===== src/rtl/ks_pkg.sv =====
package ks_pkg;
  localparam int unsigned STATE_BITS = 288;
  localparam int unsigned SEED_BITS  = 80;
  localparam int unsigned WARM_ROUNDS = 1152;

  typedef logic [STATE_BITS-1:0] ks_state_t;

  typedef struct packed {
    ks_state_t s;
    logic      z;
  } ks_step_t;

  // Bit i of the vector holds state bit s(i+1).
  function automatic ks_state_t ks_load(input logic [SEED_BITS-1:0] key,
                                        input logic [SEED_BITS-1:0] iv);
    ks_state_t r;
    r          = '0;
    r[79:0]    = key;
    r[172:93]  = iv;
    r[287:285] = 3'b111;
    return r;
  endfunction

  function automatic ks_step_t ks_round(input ks_state_t s);
    ks_step_t r;
    logic ta, tb, tc;
    ta  = s[65]  ^ s[92];
    tb  = s[161] ^ s[176];
    tc  = s[242] ^ s[287];
    r.z = ta ^ tb ^ tc;
    ta  = ta ^ (s[90]  & s[91])  ^ s[170];
    tb  = tb ^ (s[174] & s[175]) ^ s[263];
    tc  = tc ^ (s[285] & s[286]) ^ s[68];
    r.s = {s[286:177], tb, s[175:93], ta, s[91:0], tc};
    return r;
  endfunction
endpackage


===== src/rtl/ks_round_chain.sv =====
module ks_round_chain
  import ks_pkg::*;
#(
  parameter int unsigned W = 32
) (
  input  ks_state_t     cur_i,
  output ks_state_t     nxt_o,
  output logic [W-1:0]  bits_o
);
  ks_state_t chain [0:W];

  assign chain[0] = cur_i;

  for (genvar j = 0; j < W; j++) begin : g_round
    ks_step_t st;
    assign st         = ks_round(chain[j]);
    assign chain[j+1] = st.s;
    assign bits_o[j]  = st.z;
  end

  assign nxt_o = chain[W];
endmodule


===== src/rtl/ks_warmup.sv =====
module ks_warmup
  import ks_pkg::*;
#(
  parameter int unsigned W = 32
) (
  input  logic clk_i,
  input  logic rst_i,
  input  logic load_i,
  input  logic adv_i,
  input  logic vld_i,
  output logic done_o
);
  localparam int unsigned WARM_CYC = WARM_ROUNDS / W;
  localparam int unsigned CW       = $clog2(WARM_CYC + 1);
  localparam logic [CW-1:0] CNT_INIT = CW'(WARM_CYC);

  logic [CW-1:0] cnt_q;

  always_ff @(posedge clk_i) begin
    if (load_i)
      cnt_q <= CNT_INIT;
    else if (adv_i && cnt_q != '0)
      cnt_q <= cnt_q - 1'b1;
  end

  assign done_o = (cnt_q == '0);

  AST_WARM_NO_VALID: assert property (@(posedge clk_i) disable iff (rst_i)
    !done_o |-> !vld_i);
  AST_WARM_RELOAD: assert property (@(posedge clk_i) disable iff (rst_i)
    load_i |=> cnt_q == CNT_INIT);
endmodule


===== src/rtl/ks_out_stage.sv =====
module ks_out_stage #(
  parameter int unsigned W = 32
) (
  input  logic         clk_i,
  input  logic         rst_i,
  input  logic         seed_load_i,
  input  logic         rdy_i,
  input  logic         warm_done_i,
  input  logic [W-1:0] bits_i,
  output logic         adv_o,
  output logic         vld_o,
  output logic [W-1:0] word_o
);
  assign adv_o = rdy_i || !vld_o;

  always_ff @(posedge clk_i) begin
    if (rst_i) begin
      vld_o  <= 1'b0;
      word_o <= '0;
    end else if (seed_load_i) begin
      vld_o  <= 1'b0;
    end else if (adv_o && warm_done_i) begin
      vld_o  <= 1'b1;
      word_o <= bits_i;
    end
  end

  AST_STALL_HOLD: assert property (@(posedge clk_i) disable iff (rst_i)
    (vld_o && !rdy_i && !seed_load_i) |=> (vld_o && $stable(word_o)));
  AST_VALID_STAYS: assert property (@(posedge clk_i) disable iff (rst_i)
    (vld_o && !seed_load_i) |=> vld_o);
  AST_LOAD_DROPS: assert property (@(posedge clk_i) disable iff (rst_i)
    seed_load_i |=> !vld_o);
endmodule


===== src/rtl/ks_keystream_gen.sv =====
module ks_keystream_gen
  import ks_pkg::*;
#(
  parameter int unsigned W = 32,
  parameter logic [79:0] DEF_KEY = 80'h31415926535897932384,
  parameter logic [79:0] DEF_IV  = 80'h0123456789abcdefa50f
) (
  input  logic         clk_i,
  input  logic         rst_i,
  input  logic         seed_load_i,
  input  logic [79:0]  key_i,
  input  logic [79:0]  iv_i,
  input  logic         rdy_i,
  output logic         vld_o,
  output logic [W-1:0] word_o
);
  ks_state_t    state_q;
  ks_state_t    state_nxt;
  logic [W-1:0] ks_bits;
  logic         adv;
  logic         warm_done;
  logic         any_load;

  assign any_load = rst_i || seed_load_i;

  ks_round_chain #(.W(W)) u_chain (
    .cur_i  (state_q),
    .nxt_o  (state_nxt),
    .bits_o (ks_bits)
  );

  // Priority: reset, then run-time load, then stepping.
  always_ff @(posedge clk_i) begin
    if (rst_i)
      state_q <= ks_load(DEF_KEY, DEF_IV);
    else if (seed_load_i)
      state_q <= ks_load(key_i, iv_i);
    else if (adv)
      state_q <= state_nxt;
  end

  ks_warmup #(.W(W)) u_warm (
    .clk_i  (clk_i),
    .rst_i  (rst_i),
    .load_i (any_load),
    .adv_i  (adv),
    .vld_i  (vld_o),
    .done_o (warm_done)
  );

  ks_out_stage #(.W(W)) u_out (
    .clk_i       (clk_i),
    .rst_i       (rst_i),
    .seed_load_i (seed_load_i),
    .rdy_i       (rdy_i),
    .warm_done_i (warm_done),
    .bits_i      (ks_bits),
    .adv_o       (adv),
    .vld_o       (vld_o),
    .word_o      (word_o)
  );

  AST_RESET_CLEARS: assert property (@(posedge clk_i)
    rst_i |=> (!vld_o && word_o == '0));
endmodule


===== config.mk =====
export PLATFORM = sky130hd
export DESIGN_NAME = ks_keystream_gen
export DESIGN_NICKNAME = d
export VERILOG_FILES = /design/src/rtl/ks_pkg.sv /design/src/rtl/ks_round_chain.sv /design/src/rtl/ks_warmup.sv /design/src/rtl/ks_out_stage.sv /design/src/rtl/ks_keystream_gen.sv
export SDC_FILE = /design/constraint.sdc
export NUM_CORES = 1
export LEC_CHECK = 0
export ABC_AREA = 1
export CORE_AREA = 10 10 183 185
export DETAILED_ROUTE_END_ITERATION = 8
export DIE_AREA = 0 0 193 195
export PLACE_DENSITY = 0.84
export SETUP_SLACK_MARGIN = 0.4
export SYNTH_ARGS = -nofsm -noshare
export SYNTH_HDL_FRONTEND = slang
export SYNTH_SLANG_ARGS = --single-unit

===== constraint.sdc =====
create_clock -name clk_i -period 2.18 [get_ports clk_i]
set_input_delay 0.545 -clock clk_i [delete_from_list [all_inputs] [get_ports clk_i]]
set_output_delay 0.545 -clock clk_i [all_outputs]
set_load 0.1 [all_outputs]

==> out/summary.md <==
Layout
• number of antenna diodes: 0
• total area of multi-input combinational cells: 9239 um2
• Post-layout nets: 2858
• layout cell share with drive strength beyond 1: 6.701%
• area of all sequential standard cells: 6548 um2
• Area Overhead vs Synth: 19.70%
• filler instances: 2513
• non-filler cells in the finished layout: 3112

Logic synthesis
• xor/xnor share of the synthesized area: 14.32%
• Synth Net Count: 2725
• top area cells in the synthesized netlist: sky130_fd_sc_hd__dfxtp_1 (37%), sky130_fd_sc_hd__nand2_1 (14%), sky130_fd_sc_hd__xor2_1 (9.5%), sky130_fd_sc_hd__inv_1 (6.4%), sky130_fd_sc_hd__a21oi_1 (4.9%)
• Synth area leader: sky130_fd_sc_hd__dfxtp_1
• post-synthesis instance area: 17680 um2
• count of flip-flops with a built-in enable after synthesis: 0
• simple-gate area share of the yosys netlist: 23.60%
• leading register cell type out of synthesis: sky130_fd_sc_hd__dfxtp_1
• synthesized instance count: 2559
• area share of the largest cell type after synthesis: 37.03%
• multiplexer share of the synthesized area: 0%
• main combinational cell family by area after synthesis: simple AND/OR/NAND/NOR gates
• Yosys cell types: 29
• async set-reset flop share out of synthesis: 0%
• number of warnings printed during yosys synthesis: 0
• mean cell area of the mapped netlist: 6.908 um2
• number of storage elements in the synthesis netlist: 327
• compound-gate portion of the synthesized area: 14.14%
• sequential area share after synthesis: 37.03%
• Commonest cells post-synth: sky130_fd_sc_hd__nand2_1 (650), sky130_fd_sc_hd__dfxtp_1 (327), sky130_fd_sc_hd__inv_1 (300), sky130_fd_sc_hd__nor2_1 (200), sky130_fd_sc_hd__xor2_1 (192)
• adder-cell area share of the yosys netlist: 0.1416%
• most used standard cell by instance count after synthesis: sky130_fd_sc_hd__nand2_1

Detailed routing
• via total after detailed routing: 17910
• post-DR wirelength/cell: 22.05 um
• Routed Wire Length: 68620 um
• number of design-rule violations left by the first detailed-router iteration: 2489
• drt pass-1 iters: 6
• number of remaining DRC errors: 0
• Routed Antenna Nets: 0
• via density per instance: 5.755

Setup path
• Largest delay share family, worst path: XOR/XNOR gates
• largest driver fanout on the critical path: 6
• kind of critical path: reg -> reg
• Slowest cell on crit path: sky130_fd_sc_hd__xnor2_1
• combined buffer and inverter count along the critical path: 2
• critical path launch point type: flip-flop
• Critical Path AT: 2.19 ns
• cells along the critical path: buf_4 -> xnor2_1 -> o21ai_0 -> nand2_1 -> inv_1
• Data required, critical path: 2.60 ns
• biggest cell delay along the critical path: 0.66 ns
• endpoint class of the critical path: flip-flop

Floorplanning
• horizontal die dimension: 193 um
• I/O pin cnt: 197
• Die Footprint: 37640 um2
• initial cell density of the core: 58.87%
• vertical die dimension: 195 um
• core region area: 30030 um2
• cell row count: 64

Clock network
• clk sinks: 327
• maximum level of the CTS H-tree: 2
• deepest clock path buffer count: 3
• Num CTS Buffers: 36
• root cell of the clock tree: sky130_fd_sc_hd__clkbuf_16
• clock transition time at the flip-flop clock pins of the worst setup and hold paths: 0.06 ns
• clock tree from TritonCTS: built
• clock insertion delay at the later pin of the skew report: 0.53 ns

Placed design
• half-perimeter wire length of the detailed placement result: 52210 um
• number of input and output port buffers inserted: 196
• Routability Congestion: 1.084
• # placed instances: 3050

Global routing
• pin count of the biggest net entering global routing: 93
• via count of the first global-routing pass: 16630
• Global Route Usage Sum: 35.12%
• Congestion Overflow GR: 0
• initial antenna violation count: 0
• global-route wire length before repair: 101000 um

Timing
• slew of the pin with the lowest slew margin: 0.7933 ns
• unrepaired setup endpoints after global routing: true
• TNS Setup: 0 ns
• final hold viol count: 0
• final period demand of the worst path: 1.770 ns
• setup clock skew after layout: 0.01584 ns
• total count of max-transition violations in the final report: 0
• Achievable Freq: 0.5651 GHz
• total of endpoints with negative setup slack in the final report: 0
• headroom to the max-slew limit: 46.73%
• final worst path period share: 81.18%

Run
• max-capacitance violation count: 0

Power and ir drop
• power per cell area: 725.8 nW/um2
• leakage power summed over all cells: 9.841 nW
• IR Drop Worst-Case VDD: 739.7 uV

Hold path
• kind of path behind the tightest hold check: in -> reg

Outcome
• run status: completed

[cell usage in the layout (no fill, tap or decap), drive strengths merged, types with 13 or more instances in the layout]
| cell type | netlist | routed |
|---|---|---|
| a21oi | 173 | 173 |
| a22oi | 44 | 44 |
| a31o | 13 | 13 |
| buf | 80 | 94 |
| clkbuf | 80 | 47 |
| clkdlybuf4s50 | 0 | 161 |
| dfxtp | 327 | 327 |
| inv | 305 | 306 |
| nand2 | 653 | 653 |
| nand3 | 160 | 160 |
| nor2 | 202 | 202 |
| o211ai | 25 | 25 |
| o21ai | 160 | 160 |
| o221ai | 17 | 17 |
| or2 | 20 | 20 |
| xnor2 | 97 | 97 |
| xor2 | 192 | 192 |
[cells by family (layout without fill, tap and decap cells)]
kind of cell	after synthesis	after routing
flops	327	327
xor+xnor	289	289
simple gates	1037	1037
compound gates	439	439
fa+ha+maj	2	2
buf+inv	465	622
[worst register-to-register path: stages (launching register included)]
cell	delay, ns
sky130_fd_sc_hd__dfxtp_1	0.30
sky130_fd_sc_hd__buf_4	0.21
sky130_fd_sc_hd__xnor2_1	0.66
sky130_fd_sc_hd__o21ai_0	0.33
sky130_fd_sc_hd__nand2_1	0.13
sky130_fd_sc_hd__inv_1	0.04
[state kept, by name, summed over array words and instances (netlist names)]
name and count:
u_out.word_o 32, u_warm.cnt_q 6, u_out.vld_o 1, state_q 288
[power by group]
group | internal (W) | switching (W) | leakage, nW
combinational | 0.00105 | 0.00152 | 6.59
clock | 0.00349 | 0.00257 | 0.565
sequential | 0.00629 | 0.000428 | 2.69
[path summary, 6_finish.rpt]
check | to | cells past startpoint | start | slack, ns
max | state_q[186] | 5 | state_q[154] | 0.41
min | state_q[1] | 2 | rst_i | 0.45
max reg2reg | state_q[186] | 5 | state_q[154] | 0.41
min reg2reg | u_out.word_o[19] | 2 | u_out.word_o[19] | 0.47
[metal layers]
layer | vias to the layer above | wire [um] | GRT usage, %
met5 | - | 0 | 0
met4 | 0 | 3804 | 16.90
met3 | 183 | 8738 | 7.662
met2 | 1146 | 28750 | 51.61
met1 | 8294 | 27330 | 47.74
li1 | 8287 | - | -
[area by class of cell]
type / instances / share of cell area, %
Clock inverter: 15 / 0.6681
Inverter: 305 / 5.440
Multi-Input combinational cell: 1767 / 43.66
Sequential cell: 327 / 30.94
Tap cell: 396 / 2.341
Timing Repair Buffer: 255 / 12.21
Clock buffer: 47 / 4.742
[through the flow]
stage	hold WS [ns]	instance area [um2]	worst slack, ns	power (W)	util (%)
after global routing	0.4861	21160	0.3932	0.01578	70.47
after floorplan	0.4297	17680	0.4639	0.008177	-
after global placement	0.4506	20010	0.009355	0.009242	66.65
after detailed placement	0.4589	20010	-0.05147	0.009290	66.65
after CTS	0.4263	21160	0.4455	0.01525	70.46
final	0.4479	21160	0.4103	0.01536	70.47
[repair_timing]
action                     CTS  global route
gates resized for setup      0             2
setup endpoints to repair    0            16
buffers inserted             0             0
hold buffers                 0             0
Power figures use the tool's default switching activity.
